--- src/rtl/rmw_pkg.sv ---
package rmw_pkg;

    typedef enum logic [2:0] {
        ST_IDLE     = 3'd0,
        ST_ISSUE_RD = 3'd1,
        ST_WAIT_RD  = 3'd2,
        ST_MERGE    = 3'd3,
        ST_ISSUE_WR = 3'd4,
        ST_DONE     = 3'd5
    } seq_state_e;

    // Smallest number of Hamming parity bits covering dw data bits
    function automatic int hamming_par_bits(input int dw);
        int res;
        res = 0;
        for (int k = 15; k >= 1; k--) begin
            if ((1 << k) >= dw + k + 1) res = k;
        end
        return res;
    endfunction

    // Code position (1-based) of data bit idx, skipping powers of two
    function automatic int data_pos(input int idx);
        int pos;
        pos = idx + 1;
        for (int k = 0; k < 16; k++) begin
            if ((1 << k) <= pos) pos = pos + 1;
        end
        return pos;
    endfunction

endpackage

--- src/rtl/secded_enc.sv ---
module secded_enc
    import rmw_pkg::*;
#(
    parameter  int DATA_W = 32,
    localparam int CHK_W  = hamming_par_bits(DATA_W) + 1,
    localparam int PAR_W  = CHK_W - 1
) (
    input  logic [DATA_W-1:0] data_i,
    output logic [CHK_W-1:0]  check_o
);

    logic [PAR_W-1:0] syn;

    always_comb begin
        syn = '0;
        for (int i = 0; i < DATA_W; i++) begin
            if (data_i[i]) syn = syn ^ PAR_W'(data_pos(i));
        end
        check_o = {^{data_i, syn}, syn};
    end

endmodule

--- src/rtl/secded_dec.sv ---
module secded_dec
    import rmw_pkg::*;
#(
    parameter  int DATA_W = 32,
    localparam int CHK_W  = hamming_par_bits(DATA_W) + 1,
    localparam int PAR_W  = CHK_W - 1,
    localparam int CODE_N = DATA_W + PAR_W
) (
    input  logic [DATA_W-1:0] data_i,
    input  logic [CHK_W-1:0]  check_i,
    output logic [DATA_W-1:0] data_o,
    output logic              single_o,
    output logic              double_o
);

    logic [CHK_W-1:0] recalc;
    logic [PAR_W-1:0] syn;
    logic             odd;
    logic             beyond;

    secded_enc #(.DATA_W(DATA_W)) u_recalc (
        .data_i (data_i),
        .check_o(recalc)
    );

    always_comb begin
        syn    = recalc[PAR_W-1:0] ^ check_i[PAR_W-1:0];
        // parity of the whole received word: data parity from the recalculated code
        odd    = recalc[PAR_W] ^ (^recalc[PAR_W-1:0]) ^ (^check_i);
        beyond = int'(syn) > CODE_N;
        data_o = data_i;
        for (int i = 0; i < DATA_W; i++) begin
            if (odd && (syn == PAR_W'(data_pos(i)))) data_o[i] = ~data_i[i];
        end
        single_o = odd && !beyond;
        double_o = (!odd && (syn != '0)) || (odd && beyond);
    end

endmodule

--- src/rtl/merge_buf.sv ---
module merge_buf #(
    parameter  int DATA_W = 32,
    localparam int BE_W   = DATA_W / 8
) (
    input  logic              clk,
    input  logic              rst,
    input  logic              load_i,
    input  logic              release_i,
    input  logic [DATA_W-1:0] base_i,
    input  logic [DATA_W-1:0] new_i,
    input  logic [BE_W-1:0]   be_i,
    output logic [DATA_W-1:0] word_o,
    output logic              ready_o
);

    typedef struct packed {
        logic [DATA_W-1:0] word;
        logic              ready;
    } mb_t;

    mb_t               mb_d, mb_q;
    logic [DATA_W-1:0] merged;

    for (genvar b = 0; b < BE_W; b++) begin : g_byte
        assign merged[b*8 +: 8] = be_i[b] ? new_i[b*8 +: 8] : base_i[b*8 +: 8];
    end

    always_comb begin
        mb_d = mb_q;
        if (load_i) begin
            mb_d.word  = merged;
            mb_d.ready = 1'b1;
        end else if (release_i) begin
            mb_d.ready = 1'b0;
        end
    end

    always_ff @(posedge clk) begin
        if (rst) mb_q <= '0;
        else     mb_q <= mb_d;
    end

    assign word_o  = mb_q.word;
    assign ready_o = mb_q.ready;


    ready_after_load_chk: assert property (@(posedge clk) disable iff (rst)
        load_i |=> ready_o);


    reset_clear_chk: assert property (@(posedge clk) disable iff (rst)
        $past(rst) |-> (!ready_o && (word_o == '0)));

endmodule

--- src/rtl/rmw_seq.sv ---
module rmw_seq
    import rmw_pkg::*;
#(
    parameter  int ADDR_W = 16,
    parameter  int DATA_W = 32,
    localparam int BE_W   = DATA_W / 8,
    localparam int CHK_W  = hamming_par_bits(DATA_W) + 1
) (
    input  logic              clk,
    input  logic              rst,
    input  logic              ecc_en,
    input  logic              host_valid,
    output logic              host_ready,
    input  logic [ADDR_W-1:0] host_addr,
    input  logic [DATA_W-1:0] host_wdata,
    input  logic [BE_W-1:0]   host_be,
    input  logic              host_scrub,
    output logic              mem_cmd_valid,
    input  logic              mem_cmd_ready,
    output logic              mem_cmd_write,
    output logic [ADDR_W-1:0] mem_cmd_addr,
    output logic [DATA_W-1:0] mem_cmd_wdata,
    output logic [BE_W-1:0]   mem_cmd_be,
    output logic [CHK_W-1:0]  mem_cmd_check,
    input  logic              mem_rd_valid,
    input  logic [DATA_W-1:0] mem_rd_data,
    input  logic [CHK_W-1:0]  mem_rd_check,
    output logic              ecc_uncorr
);

    typedef struct packed {
        seq_state_e        state;
        logic [ADDR_W-1:0] addr;
        logic [DATA_W-1:0] wdata;
        logic [BE_W-1:0]   be;
        logic              uncorr;
    } seq_t;

    seq_t              seq_d, seq_q;
    logic              full_be, go_rmw, go_direct;
    logic              merge_load, merge_release, merge_ready;
    logic [DATA_W-1:0] merge_word;
    logic [DATA_W-1:0] dec_data;
    logic              dec_single, dec_double;
    logic [DATA_W-1:0] enc_in;
    logic [CHK_W-1:0]  enc_chk;
    logic              use_chk;

    secded_dec #(.DATA_W(DATA_W)) u_dec (
        .data_i  (mem_rd_data),
        .check_i (mem_rd_check),
        .data_o  (dec_data),
        .single_o(dec_single),
        .double_o(dec_double)
    );

    merge_buf #(.DATA_W(DATA_W)) u_merge (
        .clk      (clk),
        .rst      (rst),
        .load_i   (merge_load),
        .release_i(merge_release),
        .base_i   (dec_data),
        .new_i    (seq_q.wdata),
        .be_i     (seq_q.be),
        .word_o   (merge_word),
        .ready_o  (merge_ready)
    );

    // one encoder, shared by the direct path and the write-back
    secded_enc #(.DATA_W(DATA_W)) u_enc (
        .data_i (enc_in),
        .check_o(enc_chk)
    );

    always_comb begin
        full_be   = &host_be;
        go_rmw    = ecc_en && (host_scrub || !full_be);
        go_direct = !host_scrub && (!ecc_en || full_be);

        seq_d        = seq_q;
        seq_d.uncorr = 1'b0;

        merge_load    = 1'b0;
        merge_release = 1'b0;
        host_ready    = 1'b0;
        mem_cmd_valid = 1'b0;
        mem_cmd_write = 1'b0;
        mem_cmd_addr  = seq_q.addr;
        mem_cmd_wdata = '0;
        mem_cmd_be    = '0;
        enc_in        = merge_word;
        use_chk       = 1'b0;

        unique case (seq_q.state)
            ST_IDLE: begin
                host_ready    = go_direct ? mem_cmd_ready : 1'b1;
                mem_cmd_valid = host_valid && go_direct;
                mem_cmd_write = 1'b1;
                mem_cmd_addr  = host_addr;
                mem_cmd_wdata = host_wdata;
                mem_cmd_be    = ecc_en ? {BE_W{1'b1}} : host_be;
                enc_in        = host_wdata;
                use_chk       = ecc_en;
                if (host_valid && go_rmw) begin
                    seq_d.state = ST_ISSUE_RD;
                    seq_d.addr  = host_addr;
                    seq_d.wdata = host_wdata;
                    seq_d.be    = host_scrub ? '0 : host_be;
                end
            end
            ST_ISSUE_RD: begin
                mem_cmd_valid = 1'b1;
                if (mem_cmd_ready) seq_d.state = ST_WAIT_RD;
            end
            ST_WAIT_RD: begin
                if (mem_rd_valid) begin
                    if (dec_double) begin
                        seq_d.uncorr = 1'b1;
                        seq_d.state  = ST_DONE;
                    end else begin
                        merge_load  = 1'b1;
                        seq_d.state = ST_MERGE;
                    end
                end
            end
            ST_MERGE: begin
                if (merge_ready) seq_d.state = ST_ISSUE_WR;
            end
            ST_ISSUE_WR: begin
                mem_cmd_valid = 1'b1;
                mem_cmd_write = 1'b1;
                mem_cmd_wdata = merge_word;
                mem_cmd_be    = {BE_W{1'b1}};
                use_chk       = 1'b1;
                if (mem_cmd_ready) begin
                    merge_release = 1'b1;
                    seq_d.state   = ST_DONE;
                end
            end
            ST_DONE: begin
                seq_d.state = ST_IDLE;
            end
            default: begin
                seq_d.state = ST_IDLE;
            end
        endcase
    end

    assign mem_cmd_check = use_chk ? enc_chk : '0;
    assign ecc_uncorr    = seq_q.uncorr;

    always_ff @(posedge clk) begin
        if (rst) begin
            seq_q.state  <= ST_IDLE;
            seq_q.addr   <= '0;
            seq_q.wdata  <= '0;
            seq_q.be     <= '0;
            seq_q.uncorr <= 1'b0;
        end else begin
            seq_q <= seq_d;
        end
    end


    busy_holds_host_chk: assert property (@(posedge clk) disable iff (rst)
        (seq_q.state != ST_IDLE) |-> !host_ready);


    no_wr_before_data_chk: assert property (@(posedge clk) disable iff (rst)
        (seq_q.state == ST_ISSUE_RD || seq_q.state == ST_WAIT_RD)
            |-> !(mem_cmd_valid && mem_cmd_write));


    wr_needs_merge_chk: assert property (@(posedge clk) disable iff (rst)
        (mem_cmd_valid && mem_cmd_write && seq_q.state != ST_IDLE) |-> merge_ready);


    dec_exclusive_chk: assert property (@(posedge clk) disable iff (rst)
        mem_rd_valid |-> !(dec_single && dec_double));


    uncorr_pulse_chk: assert property (@(posedge clk) disable iff (rst)
        ecc_uncorr |=> !ecc_uncorr);


    cmd_hold_chk: assert property (@(posedge clk) disable iff (rst)
        (mem_cmd_valid && !mem_cmd_ready && seq_q.state != ST_IDLE)
            |=> (mem_cmd_valid && $stable(mem_cmd_write) && $stable(mem_cmd_addr)));

endmodule

--- config.mk ---
export PLATFORM = sky130hd
export DESIGN_NAME = rmw_seq
export DESIGN_NICKNAME = d
export VERILOG_FILES = /design/src/rtl/rmw_pkg.sv /design/src/rtl/secded_enc.sv /design/src/rtl/secded_dec.sv /design/src/rtl/merge_buf.sv /design/src/rtl/rmw_seq.sv
export SDC_FILE = /design/constraint.sdc
export NUM_CORES = 1
export LEC_CHECK = 0
export ABC_AREA = 0
export BUFFER_PORTS_ARGS = -buffer_cell sky130_fd_sc_hd__buf_2
export CAP_MARGIN = 30
export CORE_MARGIN = 2
export CORE_UTILIZATION = 50
export DETAILED_ROUTE_END_ITERATION = 6
export GPL_ROUTABILITY_DRIVEN = 0
export GPL_TIMING_DRIVEN = 0
export PLACE_DENSITY = 0.74
export SLEW_MARGIN = 40
export SYNTH_ARGS = -nofsm -noshare
export SYNTH_HDL_FRONTEND = slang
export SYNTH_HIERARCHICAL = 1
export SYNTH_SLANG_ARGS = --single-unit
--- constraint.sdc ---
create_clock -name clk -period 5.7 [get_ports clk]
set_input_delay 1.14 -clock clk [delete_from_list [all_inputs] [get_ports clk]]
set_output_delay 1.14 -clock clk [all_outputs]
set_load 0.1 [all_outputs]
* Word level (Yosys, flattened, before mapping)
Cells that the tools add are included.
** Storage, ports and cells
- Bits in registers :: 89
- Latch bits :: 0
- Bits in writable memories :: 0
- Memory bits (read-only) :: 0
- Output and inout bits :: 63
- Memories kept :: 0
** Cells by class
- $add $sub $neg :: 960
- $mul :: 0
- Divide/modulo/power cells :: 0
- Order comparisons :: 961
- Equal/unequal tests :: 41
- Shifts and indexed selects :: 0
- Multiplexer cells :: 2109
- Bitwise gates (word level) :: 99
- Reduce and logical (&&, ||, !) cells :: 58
** Operator list (number)
- $mux 32 :: 1857
- $add 32x2->32 const B :: 896
- $le 10x32->1 const A :: 64
- $le 11x32->1 const A :: 64
- $le 12x32->1 const A :: 64
- $le 13x32->1 const A :: 64
- $le 14x32->1 const A :: 64
- $le 15x32->1 const A :: 64
- $le 16x32->1 const A :: 64
- $le 17x32->1 const A :: 64
- $le 3x32->1 const A :: 64
- $le 4x32->1 const A :: 64
- $le 5x32->1 const A :: 64
- $le 6x32->1 const A :: 64
- $le 7x32->1 const A :: 64
- $le 8x32->1 const A :: 64
- $le 9x32->1 const A :: 64
- $mux 6 :: 190
- $add 6x2->6 const B :: 64
- $xor 6x6->6 :: 63
- $eq 6x5->1 const B :: 15
- $reduce_xor 38->1 :: 2
- $pmux 32 s2 :: 1
- $mux 55 :: 1
- other kinds (34) :: 179

* Longest topological paths before layout
- Word-level depth :: 118
- Depth in mapped cells :: 15
- Depth with buffers taken out :: 13

* Hierarchy
The synthesis kept the hierarchy.
** Modules (own cells, without submodules)
- rmw_seq :: instances 1, cells an instance 406, area each 3757.4 um^2, seq. area each 1121.1 um^2
- merge_buf :: instances 1, cells an instance 147, area each 1571.5 um^2, seq. area each 660.6 um^2
- secded_dec :: instances 1, cells an instance 111, area each 788.3 um^2, seq. area each 0.0 um^2
- secded_enc (u_dec.u_recalc) :: instances 1, cells an instance 61, area each 704.4 um^2, seq. area each 0.0 um^2
- secded_enc (u_enc) :: instances 1, cells an instance 55, area each 684.4 um^2, seq. area each 0.0 um^2

* Worst setup path before layout
No wires, ideal clock.
- Path type :: input -> output
- From :: input host_wdata[1]
- To :: output mem_cmd_check[6]
- Arrival :: 3713 ps
- Slack :: 847 ps
- Stages on the path :: 7
- Path buffers :: 0
- Cell sequence :: mux2_2 > xnor3_1 > xnor3_2 > xor3_2 > xnor3_1 > xor3_1 > and2_1
** Between the ends
- Word-level cells in the longest chain between the ends :: 64
** RTL lines
- from (decl) :: RTL line rmw_seq.sv:15 : input logic [DATA_W-1:0] host_wdata,
- $mux 32 (*) :: RTL line rmw_seq.sv:94 : unique case (seq_q.state)
- $mux 6 (*) :: RTL line secded_enc.sv:17 : if (data_i[i]) syn = syn ^ PAR_W'(data_pos(i));
- $xor 6x6->6 :: RTL line secded_enc.sv:17
- $mux 6 (*) :: RTL line secded_enc.sv:17
- $xor 6x6->6 :: RTL line secded_enc.sv:17
- $mux 6 (*) :: RTL line secded_enc.sv:17
- $xor 6x6->6 :: RTL line secded_enc.sv:17
- $mux 6 (*) :: RTL line secded_enc.sv:17
- [50 not listed]
- $xor 6x6->6 :: RTL line secded_enc.sv:17
- $mux 6 (*) :: RTL line secded_enc.sv:17
- $xor 6x6->6 :: RTL line secded_enc.sv:17
- $mux 6 (*) :: RTL line secded_enc.sv:17
- named net enc_chk[2] :: RTL line rmw_seq.sv:46 : logic [CHK_W-1:0] enc_chk;
- $reduce_xor 38->1 (*) :: RTL line secded_enc.sv:19 : check_o = {^{data_i, syn}, syn};
- named net enc_chk[6] :: RTL line rmw_seq.sv:46
- $mux 7 (*) :: RTL line rmw_seq.sv:149 : assign mem_cmd_check = use_chk ? enc_chk : '0;
- to (decl) :: RTL line rmw_seq.sv:24 : output logic [CHK_W-1:0] mem_cmd_check,
Mark *: on every way through the listed nets, which the timed path passes. The rest lies on a longest branch.

* Worst setup path after layout
- From :: register seq_q[55] (netlist bit)
- To :: output mem_cmd_check[6]
** Between the ends
- Elaborated cells on any way between the ends :: 69
- Those cells by class :: eq/ne: 1; mux: 35; bitwise: 31; reduce/logical: 2
** RTL lines
- from (decl) :: RTL line rmw_seq.sv:39 : seq_t seq_d, seq_q;
- from (signal assigned) :: RTL line rmw_seq.sv:160 : seq_q <= seq_d;
- $logic_not 3->1 (*) :: RTL line rmw_seq.sv:94
- $mux 32 (*) :: RTL line rmw_seq.sv:94
- named net enc_in[9] :: RTL line rmw_seq.sv:45 : logic [DATA_W-1:0] enc_in;
- $mux 6 (*) :: RTL line secded_enc.sv:17
- $xor 6x6->6 :: RTL line secded_enc.sv:17
- $mux 6 (*) :: RTL line secded_enc.sv:17
- $xor 6x6->6 :: RTL line secded_enc.sv:17
- $mux 6 (*) :: RTL line secded_enc.sv:17
- [36 not listed]
- $xor 6x6->6 :: RTL line secded_enc.sv:17
- $mux 6 (*) :: RTL line secded_enc.sv:17
- $xor 6x6->6 :: RTL line secded_enc.sv:17
- $mux 6 (*) :: RTL line secded_enc.sv:17
- named net enc_chk[2] :: RTL line rmw_seq.sv:46
- $reduce_xor 38->1 (*) :: RTL line secded_enc.sv:19
- named net enc_chk[6] :: RTL line rmw_seq.sv:46
- $mux 7 (*) :: RTL line rmw_seq.sv:149
Marked as above.

==> results.md <==
* Peak Freq at ~190 MHz
* Sequential cell area in the final layout at about 1800 um2
* Vias after detailed routing at slightly below 6k
* Initial Utilization at 51.4%
* IO Pins at about 160
* Hold Fails Final Rpt at 0
* Syn Nets at just under 900
* Wire length of the first global-routing pass at between 30000 and 40000 um
* Slowest stage cell on the critical path: sky130_fd_sc_hd__xnor3_2
* Overall die width at between 100 and 150 um
* CTS buffer count at 9
* Delay-heaviest family, CP: XOR/XNOR gates
* Total congestion overflow at 0
* Post-Route Setup TNS at 0 ns
* Number of antenna cells inserted at 0
* Mapped Avg Cell Area at 9.63 um2
* Row count at 44
* Vias in the first global route at 5711
* Post-cts gate resize count at 0
* Total standard cell area after synthesis at 7500 um2
* Aggregate routed wire length at ~20000 um
* Least-Margin Pin Slew at between 0.6 and 0.7 ns
* Worst Hold Class: reg -> reg
* Number of nets with antenna violations after routing at 0
* Gate Count Post-Synth at 779
* Post-route setup slack at roughly 0.47 ns
* Buffers and inverters on the worst path at 3
* Type of element capturing the critical path: output port
* Number of hold buffers added after CTS at 0
* Clock tree root driver cell: sky130_fd_sc_hd__clkbuf_16
* Largest fanout on the critical path at 10
* Max Transition Viols Final at 0
* Buffer depth of the longest clock path at 2
* Clock period minus final worst setup slack at 5.23 ns
* Worst setup skew after layout at 0.00511 ns
* Y dimension of the die at between 100 and 150 um
* Biggest cell delay along the critical path at roughly 0.46 ns
* # clock sinks at 89
* Crit path launch type: register
* Number of buffers added for setup after CTS at 0
* Critical Path, Cell by Cell: buf_2 -> nor3_4 -> buf_2 -> mux2_2 -> xnor2_2 -> xnor3_2 -> xor3_2 -> xnor3_1 -> xor3_1 -> and2_1 -> buf_2
* H-Tree Depth at 3
* Share of the cycle needed by the critical path after routing at between 90% and 100%
* Die area at ~16000 um2
* Detailed-route vias per instance at approximately 5.2
* Data arrival time at the worst-slack endpoint at 4.09 ns
* Max_slew headroom at a little under three fifths
* Cell repeated most along the worst path: sky130_fd_sc_hd__buf_2
* Skew-Pair Late Insertion Delay at between 0.3 and 0.4 ns
* Average wire length per cell after detail routing at approximately 18 um
* Count of synthesis-stage warnings from yosys at 6
* Type of the worst setup path: reg -> out
* Antenna violations before repair at 0
* Final-layout fill cell count at 1316
* Multi-input gate area in the final layout at approximately 5400 um2
* Post-route insts no fill at between 1k and 1.5k
* GRT Resource Usage Total at 24.8%
* TritonCTS clock tree: done
* CORE AREA at about 15000 um2
* Buffers on Ports at between 150 and 200
* Clk pin slew, worst setup/hold paths at 0.06 ns
* Share of post-route cells with drive strength above 1 at a little under a third
* HPWL after DPL at approximately 16000 um
* Critical path data required time at ~4.6 ns
* Cells after DPL at roughly 1.1k
* Remaining routing DRC violations at 0
* Pin count of the biggest net entering global routing at 14
* Count of nets after finishing at ~1.0k
* Final-layout worst hold slack at ~0.46 ns
* Outcome: finished clean
* Minimum setup slack after placement at about 0.37 ns
* Length of the first detailed-routing pass in iterations at 5
* Synthesis-to-layout area growth at 17.4%
* Starting DRC count in detailed routing at about 460
* Number of maximum-capacitance constraint violations at 0
* RSZ-0062 raised after global routing: false
* Number of failing setup endpoints in the final timing report at 0
==> layout make-up <==
type / count / share of cell area (%)
clock buffers: 13 / 3.07
flip-flops and latches: 89 / 20.2
inverters: 5 / 0.213
multi-input cells: 636 / 61.2
well taps: 184 / 2.61
repair buffers: 159 / 9.03
clock inverters: 2 / 0.142
plain buffers: 49 / 3.49
==> layer usage <==
layer	wire length (um)	global-route usage, %	vias to the layer above
met3	1180	4.43	14
li1	-	-	2963
met5	0	0	-
met2	9290	39.6	199
met4	202	4.98	0
met1	9250	35.4	2765
==> placed cells by master, fill, tap and decap left out, drive strengths merged, types with 3 or more instances in the layout <==
cell type  instances
a211oi            33
a21o               4
a21oi              5
and2               7
buf              193
clkbuf            28
dfxtp             89
inv                4
mux2              49
mux2i            115
nand2             40
nand2b            97
nand3              9
nand3b             3
nor2              82
nor3              11
xnor2            113
xnor3             18
xor2              26
xor3               6
==> registers in the layout, summed over array words and instances, names as in the netlist <==
| signal | count |
|---|---|
| u_merge/ready_o | 1 |
| u_merge/word_o | 32 |
| seq_q | 55 |
| ecc_uncorr | 1 |
==> worst register-to-register path, cell delays in order, from the launching register on <==
cell and delay (ns):
sky130_fd_sc_hd__dfxtp_1 0.29, sky130_fd_sc_hd__buf_2 0.17, sky130_fd_sc_hd__buf_2 0.25, sky130_fd_sc_hd__nor2_1 0.13, sky130_fd_sc_hd__nand3_1 0.12, sky130_fd_sc_hd__nor2_1 0.23, sky130_fd_sc_hd__buf_6 0.19, sky130_fd_sc_hd__buf_2 0.31
sky130_fd_sc_hd__a211oi_2 0.12
==> path summary, 6_finish.rpt <==
check             cells past startpoint                              end                   start  slack, ns
hold / removal                        2            seq_q[5]$_SDFFE_PP0P_   seq_q[5]$_SDFFE_PP0P_       0.46
setup reg to reg                      8  u_merge/word_o[15]$_SDFFE_PP0P_  seq_q[55]$_SDFFE_PP0P_       3.76
hold reg to reg                       2            seq_q[5]$_SDFFE_PP0P_   seq_q[5]$_SDFFE_PP0P_       0.46
setup / recovery                     11                 mem_cmd_check[6]  seq_q[55]$_SDFFE_PP0P_       0.47
==> metrics by stage <==
stage,cell area (um2),utilization [%]
finish,8810,60.4
global route,8810,60.4
CTS,8810,60.4
detailed placement,8530,58.5
global placement,8530,58.5
floorplan,7500,-
Power is left out: the tool's default activity adds up to more than one toggle a clock period on the data nets, which glitch-free logic cannot reach.
